===== config.mk =====
export PLATFORM = sky130hd
export DESIGN_NAME = dram_page_ctrl
export DESIGN_NICKNAME = d
export VERILOG_FILES = /design/src/rtl/dpc_pkg.sv /design/src/rtl/dpc_row_tracker.sv /design/src/rtl/dpc_rc_guard.sv /design/src/rtl/dpc_seq.sv /design/src/rtl/dram_page_ctrl.sv
export SDC_FILE = /design/constraint.sdc
export NUM_CORES = 1
export LEC_CHECK = 0
export BUFFER_PORTS_ARGS = -buffer_cell sky130_fd_sc_hd__buf_2
export CAP_MARGIN = 20
export CORE_AREA = 3 3 93 95
export CTS_CLUSTER_DIAMETER = 100
export DETAILED_ROUTE_END_ITERATION = 6
export DIE_AREA = 0 0 96 98
export PLACE_DENSITY_LB_ADDON = 0.12
export SETUP_SLACK_MARGIN = 0.3
export SLEW_MARGIN = 40
export SYNTH_ARGS = -nofsm -noshare
export SYNTH_HDL_FRONTEND = slang
export SYNTH_SLANG_ARGS = --single-unit

===== constraint.sdc =====
create_clock -name clk -period 4.85 [get_ports clk]
set_clock_uncertainty 0.15 [all_clocks]
set_input_delay 1.455 -clock clk [delete_from_list [all_inputs] [get_ports clk]]
set_output_delay 1.455 -clock clk [all_outputs]
set_load 0.05 [all_outputs]

===== src/rtl/dpc_pkg.sv =====
// Shared types for the open-page bank timing controller.
// Assumes: page codes are visible at the ports and must not be renumbered.
package dpc_pkg;

    typedef enum logic [1:0] {
        PG_HIT      = 2'b00,
        PG_EMPTY    = 2'b01,
        PG_CONFLICT = 2'b10
    } page_cls_e;

    typedef enum logic [1:0] {
        ST_IDLE = 2'b00,
        ST_ACTW = 2'b01,
        ST_RCDW = 2'b10,
        ST_CASW = 2'b11
    } seq_state_e;

endpackage


===== src/rtl/dpc_row_tracker.sv =====
// Remembers whether the bank has an open row and which row it is,
// and classifies an incoming row against it.
// Assumes: ACTIVATE and PRECHARGE never fire in the same cycle.
module dpc_row_tracker
    import dpc_pkg::*;
#(
    parameter int ROW_W = 8
) (
    input  logic             clk,
    input  logic             rst_n,
    input  logic             act_fire,
    input  logic             pre_fire,
    input  logic [ROW_W-1:0] act_row,
    input  logic [ROW_W-1:0] req_row,
    output page_cls_e        page_cls
);

    logic             open_q;
    logic [ROW_W-1:0] open_row_q;

    // Track open/closed state and the open row.
    always_ff @(posedge clk) begin
        if (!rst_n) begin
            open_q     <= 1'b0;
            open_row_q <= '0;
        end else if (act_fire) begin
            open_q     <= 1'b1;
            open_row_q <= act_row;
        end else if (pre_fire) begin
            open_q     <= 1'b0;
        end
    end

    // Sort the requested row into hit, empty or conflict.
    always_comb begin
        if (!open_q)                    page_cls = PG_EMPTY;
        else if (open_row_q == req_row) page_cls = PG_HIT;
        else                            page_cls = PG_CONFLICT;
    end


    pre_needs_open_chk: assert property (@(posedge clk) disable iff (!rst_n)
        pre_fire |-> open_q);


    act_needs_closed_chk: assert property (@(posedge clk) disable iff (!rst_n)
        act_fire |-> !open_q);

endmodule


===== src/rtl/dpc_rc_guard.sv =====
// Counts down the minimum activate-to-activate spacing after each ACTIVATE
// and reports when another ACTIVATE is allowed.
// Assumes: trc is already clamped to at least 1.
module dpc_rc_guard #(
    parameter int TW = 4
) (
    input  logic          clk,
    input  logic          rst_n,
    input  logic          act_fire,
    input  logic [TW-1:0] trc,
    output logic          act_ok
);

    logic [TW-1:0] rc_left_q;
    logic [TW-1:0] since_q;
    logic [TW-1:0] need_q;
    logic          seen_q;

    // Reload on ACTIVATE, otherwise count down to zero.
    always_ff @(posedge clk) begin
        if (!rst_n)              rc_left_q <= '0;
        else if (act_fire)       rc_left_q <= trc - 1'b1;
        else if (rc_left_q != 0) rc_left_q <= rc_left_q - 1'b1;
    end

    assign act_ok = (rc_left_q == '0);

    // Independent saturating distance since last ACTIVATE, for checking only.
    always_ff @(posedge clk) begin
        if (!rst_n) begin
            since_q <= '0;
            need_q  <= '0;
            seen_q  <= 1'b0;
        end else if (act_fire) begin
            since_q <= {{(TW-1){1'b0}}, 1'b1};
            need_q  <= trc;
            seen_q  <= 1'b1;
        end else if (since_q != {TW{1'b1}}) begin
            since_q <= since_q + 1'b1;
        end
    end


    act_spacing_chk: assert property (@(posedge clk) disable iff (!rst_n)
        (act_fire && seen_q) |-> (since_q >= need_q));

endmodule


===== src/rtl/dpc_seq.sv =====
// Command sequencer: accepts one request, issues PRECHARGE/ACTIVATE/READ
// at the captured timings and raises the data-valid pulse.
// Assumes: page_cls and act_ok come from the row tracker and spacing guard.
module dpc_seq
    import dpc_pkg::*;
#(
    parameter int ROW_W = 8,
    parameter int TW    = 4,
    parameter int LAT_W = 6
) (
    input  logic             clk,
    input  logic             rst_n,
    input  logic             req_valid,
    input  logic [ROW_W-1:0] req_row,
    input  logic [TW-1:0]    t_cl,
    input  logic [TW-1:0]    t_rcd,
    input  logic [TW-1:0]    t_rp,
    input  logic [TW-1:0]    t_rc,
    input  page_cls_e        page_cls,
    input  logic             act_ok,
    output logic             req_ready,
    output logic             cmd_act,
    output logic             cmd_rd,
    output logic             cmd_pre,
    output logic [ROW_W-1:0] cmd_row,
    output logic [TW-1:0]    trc_eff,
    output logic             rd_valid,
    output logic [1:0]       rd_class,
    output logic [LAT_W-1:0] rd_latency
);

    localparam logic [TW-1:0] ONE = {{(TW-1){1'b0}}, 1'b1};

    function automatic logic [TW-1:0] clamp1(input logic [TW-1:0] v);
        return (v == '0) ? ONE : v;
    endfunction

    seq_state_e       state_q;
    logic [TW-1:0]    cnt_q;
    logic [TW-1:0]    cl_q, rcd_q, rp_q, rc_q;
    logic [ROW_W-1:0] row_q;
    page_cls_e        cls_q;
    logic [LAT_W-1:0] lat_q;
    logic [TW-1:0]    cl_in, rcd_in, rp_in, rc_in;
    logic             accept;

    // Clamp raw timing inputs so that zero acts as one.
    always_comb begin
        cl_in  = clamp1(t_cl);
        rcd_in = clamp1(t_rcd);
        rp_in  = clamp1(t_rp);
        rc_in  = clamp1(t_rc);
    end

    assign req_ready = (state_q == ST_IDLE);
    assign accept    = req_ready && req_valid;
    assign trc_eff   = (state_q == ST_IDLE) ? rc_in : rc_q;
    assign cmd_row   = (state_q == ST_IDLE) ? req_row : row_q;

    // Decide which command, if any, goes out this cycle.
    always_comb begin
        cmd_act  = 1'b0;
        cmd_rd   = 1'b0;
        cmd_pre  = 1'b0;
        rd_valid = 1'b0;
        unique case (state_q)
            ST_IDLE: if (req_valid) begin
                unique case (page_cls)
                    PG_HIT:   cmd_rd  = 1'b1;
                    PG_EMPTY: cmd_act = act_ok;
                    default:  cmd_pre = 1'b1;
                endcase
            end
            ST_ACTW: cmd_act  = (cnt_q == '0) && act_ok;
            ST_RCDW: cmd_rd   = (cnt_q == '0);
            default: rd_valid = (cnt_q == '0);
        endcase
    end

    // Advance the sequence and its wait counter.
    always_ff @(posedge clk) begin
        if (!rst_n) begin
            state_q <= ST_IDLE;
            cnt_q   <= '0;
        end else begin
            unique case (state_q)
                ST_IDLE: if (accept) begin
                    unique case (page_cls)
                        PG_HIT: begin
                            state_q <= ST_CASW;
                            cnt_q   <= cl_in - 1'b1;
                        end
                        PG_EMPTY: begin
                            state_q <= cmd_act ? ST_RCDW : ST_ACTW;
                            cnt_q   <= cmd_act ? rcd_in - 1'b1 : '0;
                        end
                        default: begin
                            state_q <= ST_ACTW;
                            cnt_q   <= rp_in - 1'b1;
                        end
                    endcase
                end
                ST_ACTW: begin
                    if (cmd_act) begin
                        state_q <= ST_RCDW;
                        cnt_q   <= rcd_q - 1'b1;
                    end else if (cnt_q != '0) begin
                        cnt_q   <= cnt_q - 1'b1;
                    end
                end
                ST_RCDW: begin
                    if (cnt_q == '0) begin
                        state_q <= ST_CASW;
                        cnt_q   <= cl_q - 1'b1;
                    end else begin
                        cnt_q   <= cnt_q - 1'b1;
                    end
                end
                default: begin
                    if (cnt_q == '0) state_q <= ST_IDLE;
                    else             cnt_q   <= cnt_q - 1'b1;
                end
            endcase
        end
    end

    // Capture timings, row and page case at acceptance.
    always_ff @(posedge clk) begin
        if (!rst_n) begin
            cl_q  <= ONE;
            rcd_q <= ONE;
            rp_q  <= ONE;
            rc_q  <= ONE;
            row_q <= '0;
            cls_q <= PG_EMPTY;
        end else if (accept) begin
            cl_q  <= cl_in;
            rcd_q <= rcd_in;
            rp_q  <= rp_in;
            rc_q  <= rc_in;
            row_q <= req_row;
            cls_q <= page_cls;
        end
    end

    // Count cycles since acceptance.
    always_ff @(posedge clk) begin
        if (!rst_n)                  lat_q <= '0;
        else if (accept)             lat_q <= {{(LAT_W-1){1'b0}}, 1'b1};
        else if (state_q != ST_IDLE) lat_q <= lat_q + 1'b1;
    end

    assign rd_class   = cls_q;
    assign rd_latency = lat_q;


    accept_blocks_chk: assert property (@(posedge clk) disable iff (!rst_n)
        accept |=> !req_ready);


    ready_after_valid_chk: assert property (@(posedge clk) disable iff (!rst_n)
        rd_valid |=> req_ready);


    valid_single_chk: assert property (@(posedge clk) disable iff (!rst_n)
        rd_valid |=> !rd_valid);


    latency_floor_chk: assert property (@(posedge clk) disable iff (!rst_n)
        rd_valid |-> (rd_latency >= {{(LAT_W-TW){1'b0}}, cl_q}));

endmodule


===== src/rtl/dram_page_ctrl.sv =====
// Top of the open-page bank timing controller: joins row tracker,
// activate-spacing guard and command sequencer.
// Assumes: a single bank, reads only, one request outstanding.
module dram_page_ctrl
    import dpc_pkg::*;
#(
    parameter int ROW_W = 8,
    parameter int TW    = 4,
    parameter int LAT_W = 6
) (
    input  logic             clk,
    input  logic             rst_n,
    input  logic             req_valid,
    output logic             req_ready,
    input  logic [ROW_W-1:0] req_row,
    input  logic [TW-1:0]    t_cl,
    input  logic [TW-1:0]    t_rcd,
    input  logic [TW-1:0]    t_rp,
    input  logic [TW-1:0]    t_rc,
    output logic             cmd_act,
    output logic             cmd_rd,
    output logic             cmd_pre,
    output logic [ROW_W-1:0] cmd_row,
    output logic             rd_valid,
    output logic [1:0]       rd_class,
    output logic [LAT_W-1:0] rd_latency
);

    page_cls_e     page_cls;
    logic          act_ok;
    logic [TW-1:0] trc_eff;

    dpc_row_tracker #(.ROW_W(ROW_W)) u_rows (
        .clk      (clk),
        .rst_n    (rst_n),
        .act_fire (cmd_act),
        .pre_fire (cmd_pre),
        .act_row  (cmd_row),
        .req_row  (req_row),
        .page_cls (page_cls)
    );

    dpc_rc_guard #(.TW(TW)) u_rc (
        .clk      (clk),
        .rst_n    (rst_n),
        .act_fire (cmd_act),
        .trc      (trc_eff),
        .act_ok   (act_ok)
    );

    dpc_seq #(.ROW_W(ROW_W), .TW(TW), .LAT_W(LAT_W)) u_seq (
        .clk        (clk),
        .rst_n      (rst_n),
        .req_valid  (req_valid),
        .req_row    (req_row),
        .t_cl       (t_cl),
        .t_rcd      (t_rcd),
        .t_rp       (t_rp),
        .t_rc       (t_rc),
        .page_cls   (page_cls),
        .act_ok     (act_ok),
        .req_ready  (req_ready),
        .cmd_act    (cmd_act),
        .cmd_rd     (cmd_rd),
        .cmd_pre    (cmd_pre),
        .cmd_row    (cmd_row),
        .trc_eff    (trc_eff),
        .rd_valid   (rd_valid),
        .rd_class   (rd_class),
        .rd_latency (rd_latency)
    );


    one_cmd_chk: assert property (@(posedge clk) disable iff (!rst_n)
        $onehot0({cmd_act, cmd_rd, cmd_pre}));


    hit_no_act_chk: assert property (@(posedge clk) disable iff (!rst_n)
        (req_valid && req_ready && page_cls == PG_HIT) |-> (cmd_rd && !cmd_act));

endmodule


* After elaboration in Yosys (flattened, before gate mapping)
Index checks and enable logic that the tools add are counted.
Operators by class: add/subtract/negate cells 9, eq/ne operators 9, mux-type cells 39, bitwise gates (word level) 1, reductions and logical operators 22
Operators with widths (count):
- 4-bit two-way mux | 13
- 4-bit by 1-bit subtractor with 4-bit output, second input constant | 8
- 4-bit zero test | 6
- 2-bit two-way mux | 7
- 1-bit two-way mux | 12
- 4-bit one-hot mux with 3 select lines | 1
- 8-bit == test | 1
- 8-bit two-way mux | 1
- 4-bit one-hot mux with 2 select lines | 1
- 2-bit nonzero test | 4
- 4-bit nonzero test | 2
- 6-bit by 1-bit adder with 6-bit output, second input constant | 1
- 2-bit one-hot mux with 3 select lines | 1
- 2-bit by 1-bit == test with 1-bit output, second input constant | 2
- 2-bit zero test | 2
- 2-bit by 1-bit != test with 1-bit output, second input constant | 2
- 4-bit by 3-bit != test with 1-bit output, second input constant | 1
- 1-bit one-hot mux with 2 select lines | 2
- 2-bit one-hot mux with 2 select lines | 1
- 4-bit AND reduction | 1
- 2-bit OR reduction | 2
- 3-bit by 1-bit != test with 1-bit output, second input constant | 1
- 3-bit AND reduction | 1
- 3-bit nonzero test | 1
- 5 further kinds | 6
Storage, ports and cells: register bits after elaboration 47, input port bits 27, output and inout bits 21

* Depth between registers and ports, before layout
word-level depth 11, mapped depth 11, depth with buffers taken out 10

* Modules after synthesis
From an unflattened synthesis, not the netlist that was laid out.
Unflattened totals: cells, all modules 336, area total of the unflattened synthesis 2813.9 µm²
Modules (own cells, without submodules):
- dpc_seq | times used 1, cells an instance 274, area each 2175.8 µm²
- dpc_row_tracker | times used 1, cells an instance 40, area each 420.4 µm²
- dpc_rc_guard | times used 1, cells an instance 22, area each 217.7 µm²

* Worst setup path before layout
No wires, ideal clock.
path type input to output, start in req_row[6], end out cmd_rd, arrival 3.303 ns, path slack -0.058 ns, stages on the path 5, buffers on the path 0, cell sequence xnor2_1 > nand4_1 > nor2_1 > nand2_1 > o21ai_0
Between the ends: word-level cells in the longest chain between the ends 7
Ends and longest elaborated chain:
- start, declared | RTL line dram_page_ctrl.sv:15 | input logic [ROW_W-1:0] req_row,
- 8-bit == test | RTL line dpc_row_tracker.sv:37 | else if (open_row_q == req_row) page_cls = PG_HIT;
- 2-bit two-way mux | RTL line dpc_row_tracker.sv:37
- 2-bit two-way mux | RTL line dpc_row_tracker.sv:36 | if (!open_q) page_cls = PG_EMPTY;
- 2-bit zero test | RTL line dpc_seq.sv:68 | unique case (page_cls)
- 1-bit two-way mux | RTL line dpc_seq.sv:68
- 1-bit two-way mux | RTL line dpc_seq.sv:67 | ST_IDLE: if (req_valid) begin
- 1-bit one-hot mux with 2 select lines | RTL line dpc_seq.sv:66 | unique case (state_q)
- end, declared | RTL line dram_page_ctrl.sv:21 | output logic cmd_rd,
Every way passes these cells.

* Worst setup path after layout
start in req_row[1], end out cmd_rd
The elaborated chain is that of the path after synthesis.

==> run metrics <==
FF-to-FF Start u_seq.state_q[1]$_SDFFE_PN0P_; Slew Viols, Final 0; first-pass GRT wire length 12200 um; Final Net Count 425; post-synthesis cell type count 52; die footprint 0.00941 sq mm; register area 941 sq um; RSZ-0062 raised after global routing no; DR vias 2460; pwr dens 734 mW/mm^2; die height 98 um; slowest cell on the critical path buf_2; # diodes 0; Syn-to-layout area delta 16.7%; FF+latch count, synth 47; Final Setup Violations 0; Clk Latency, worst-skew pair 0.30 ns; grt ovf 0; layout cell share with drive strength beyond 1 21.2%; crit path kind input pin to output pin; WL/cell 14.7 um; DP HPWL 5270 um; Num CTS Buffers 5; Antenna Nets Post-Route 0; FF-to-FF setup slack 1.92 ns; Mapped Area 0.00272 sq mm; Initial DRC Count 114; CTS resizes 0; # rows 32; root cell of the clock tree clkbuf_8; Pleak 1.32 nW; Hold/Removal Path Class flip-flop to flip-flop; CP Data Required Time 3.24 ns; crit share post-route 90.0%; number of flops mapped to enable cells by yosys 0; worst reg2reg path endpoint u_seq.state_q[0]$_SDFFE_PN0P_; vias in the first global route 2348; DRC 0; Worst-path clk slew 0.09 ns; register area share after synthesis 34.6%; Hold Crit Endpoint u_seq.row_q[2]$_SDFFE_PN0P_; Worst path max stage delay 0.29 ns; CP bufs+invs 2; CTS H-tree depth 2; Hold Worst Slack 0.308 ns; Multi-input gate area 0.00164 sq mm; Starting Density 34.8%; Critical Path Sink Type output pin; Max Fanout on Critical Path 3; min-delay src u_seq.row_q[2]$_SDFFE_PN0P_; Hold Fails Final Rpt 0; number of antenna violations at the first check in global routing 0; Worst slew margin 58.1%; Min-Delay Path Depth 2; post-DR vias/cell 5.03; core area 0.00781 sq mm; Synthesized Nets 380; Max Buffers Root-to-Sink 2; Ports 48; Reg2Reg Depth 10; drt first pass iters 4; warnings from Yosys 0; CTS tree built; DIE WIDTH 96 um; worst vdd ir 260 uV; Peak Freq 0.229 GHz; fillcell total 831; status finished clean; Max Cap Violations 0; total track usage 16.3%; hold-fix buffer count after cts 0; crit path launch type input pin; Syn Inst Count 342; setup TNS 0 ns; largest net degree at the start of global routing 34; Top cell by count, worst path buf_2; Slew @ Worst Pin 0.628 ns; CP arrival 2.76 ns; Main synth FF type dfxtp_1; placer's final routability congestion estimate 0.884; Syn Area/Cell 7.94 sq um; critical-path cell list buf_2, xnor2_1, nand4_1, nor2_1, nand2_1, o21ai_1, buf_2; PortBufs 47; clock sink count 47; asr flop ratio synth 0%; Tmin final 4.37 ns; CP delay by family, top simple AND/OR/NAND/NOR gates; Routed WL 7170 um; Setup Buffers After CTS 0
[worst min-delay path: stages (launching register included)]
cell	delay, ns
dfxtp_1	0.32
nand2_1	0.05
a21oi_1	0.05
[cells in the mapped netlist, drive strengths merged, types with 3 or more instances]
master	n	share of area, %
nor2b	3	0.69
ha	11	5.1
o31ai	3	0.83
clkbuf	13	1.8
nor2	37	5.1
o21ai	6	1.1
mux2	14	5.8
mux2i	7	2.6
inv	17	2.3
nand4	3	0.69
xor2	5	1.6
a31oi	4	0.92
a21oi	31	6.1
nand2	58	8.0
buf	4	0.97
o211ai	3	0.83
dfxtp	47	35
nor3	17	3.1
nand3b	4	1.1
and2	3	0.69
nand3	5	0.92
xnor2	16	5.2
o22ai	3	0.69
[sequential cells by signal, indices dropped and copies added (netlist names)]
| name | count |
|---|---|
| u_rows.open_q | 1 |
| u_rc.rc_left_q | 4 |
| u_seq.row_q | 8 |
| u_seq.state_q | 2 |
| u_seq.rcd_q | 4 |
| u_seq.cnt_q | 4 |
| u_seq.rd_latency | 6 |
| u_seq.rc_q | 4 |
| u_seq.rd_class | 2 |
| u_seq.cl_q | 4 |
| u_rows.open_row_q | 8 |
[final cells by class]
cell class,instances,area share (%)
inverters,17,2.01
flip-flops and latches,47,29.7
multi-input cells,261,51.6
clock buffers,5,2.17
repair buffers,55,9.31
clock inverters,2,1.18
well taps,102,4.03
[metal layers]
metal  vias up  global-route usage, %  routed length [um]
met5         -                      0                   0
met4         0                   3.61                  66
met3         4                   3.70                 327
met2        49                   26.1                3390
met1      1133                   22.0                3390
li1       1274                      -                   -
[worst max path at each step]
stage | startpoint | to | slack, ns | cells after the start
6_report | req_row[1] | cmd_rd | 0.48 | 7
5_1_grt | req_row[1] | cmd_rd | 0.39 | 7
4_1_cts | req_row[1] | cmd_rd | 0.46 | 7
2_1_floorplan | req_row[6] | cmd_rd | 0.32 | 5
3_5_place_dp | req_row[1] | cmd_rd | 0.47 | 7
3_3_place_gp | req_row[1] | cmd_rd | 0.49 | 7
[stage by stage]
stage	cells	worst slack [ns]	cell area, sq um	power [mW]	util, %
6_report	489	0.485	3170	2.33	40.6
5_1_grt	489	0.388	3170	2.53	40.6
4_1_cts	489	0.456	3170	2.35	40.6
3_5_place_dp	482	0.466	3060	2.05	39.2
3_3_place_gp	482	0.490	3060	2.05	39.2
2_1_floorplan	342	0.320	2720	1.71	-
[cells by family (layout without fill, tap and decap cells)]
| family | Yosys count | after routing | share of synthesized area (%) |
|---|---|---|---|
| multiplexers | 21 | 21 | 8.38 |
| XOR/XNOR | 21 | 21 | 6.77 |
| buffers and inverters | 34 | 79 | 5.11 |
| adder cells (fa/ha/maj) | 11 | 11 | 5.07 |
| flip-flops | 47 | 47 | 34.6 |
| AND/OR/NAND/NOR | 143 | 143 | 24.3 |
| AO/OA/AOI/OAI | 65 | 65 | 15.8 |
[where the power goes]
part	internal, mW	total (mW)	switching (mW)
clock network	0.151	0.290	0.139
registers	0.494	0.589	0.0950
logic	0.551	1.45	0.898
total	1.20	2.33	1.13
[layout by cell type, fill, tap and decap left out, types with 4 or more instances in the layout]
| cell | count |
|---|---|
| a21oi_1 | 30 |
| a31oi_1 | 4 |
| buf_2 | 47 |
| buf_4 | 8 |
| clkbuf_8 | 5 |
| dfxtp_1 | 47 |
| ha_1 | 11 |
| inv_1 | 15 |
| mux2_2 | 13 |
| mux2i_1 | 7 |
| nand2_1 | 58 |
| nand3_1 | 5 |
| nand3b_1 | 4 |
| nor2_1 | 37 |
| nor3_1 | 17 |
| o21ai_0 | 4 |
| xnor2_1 | 16 |
| xor2_1 | 5 |
No activity file was read; power rests on OpenSTA's default activity.
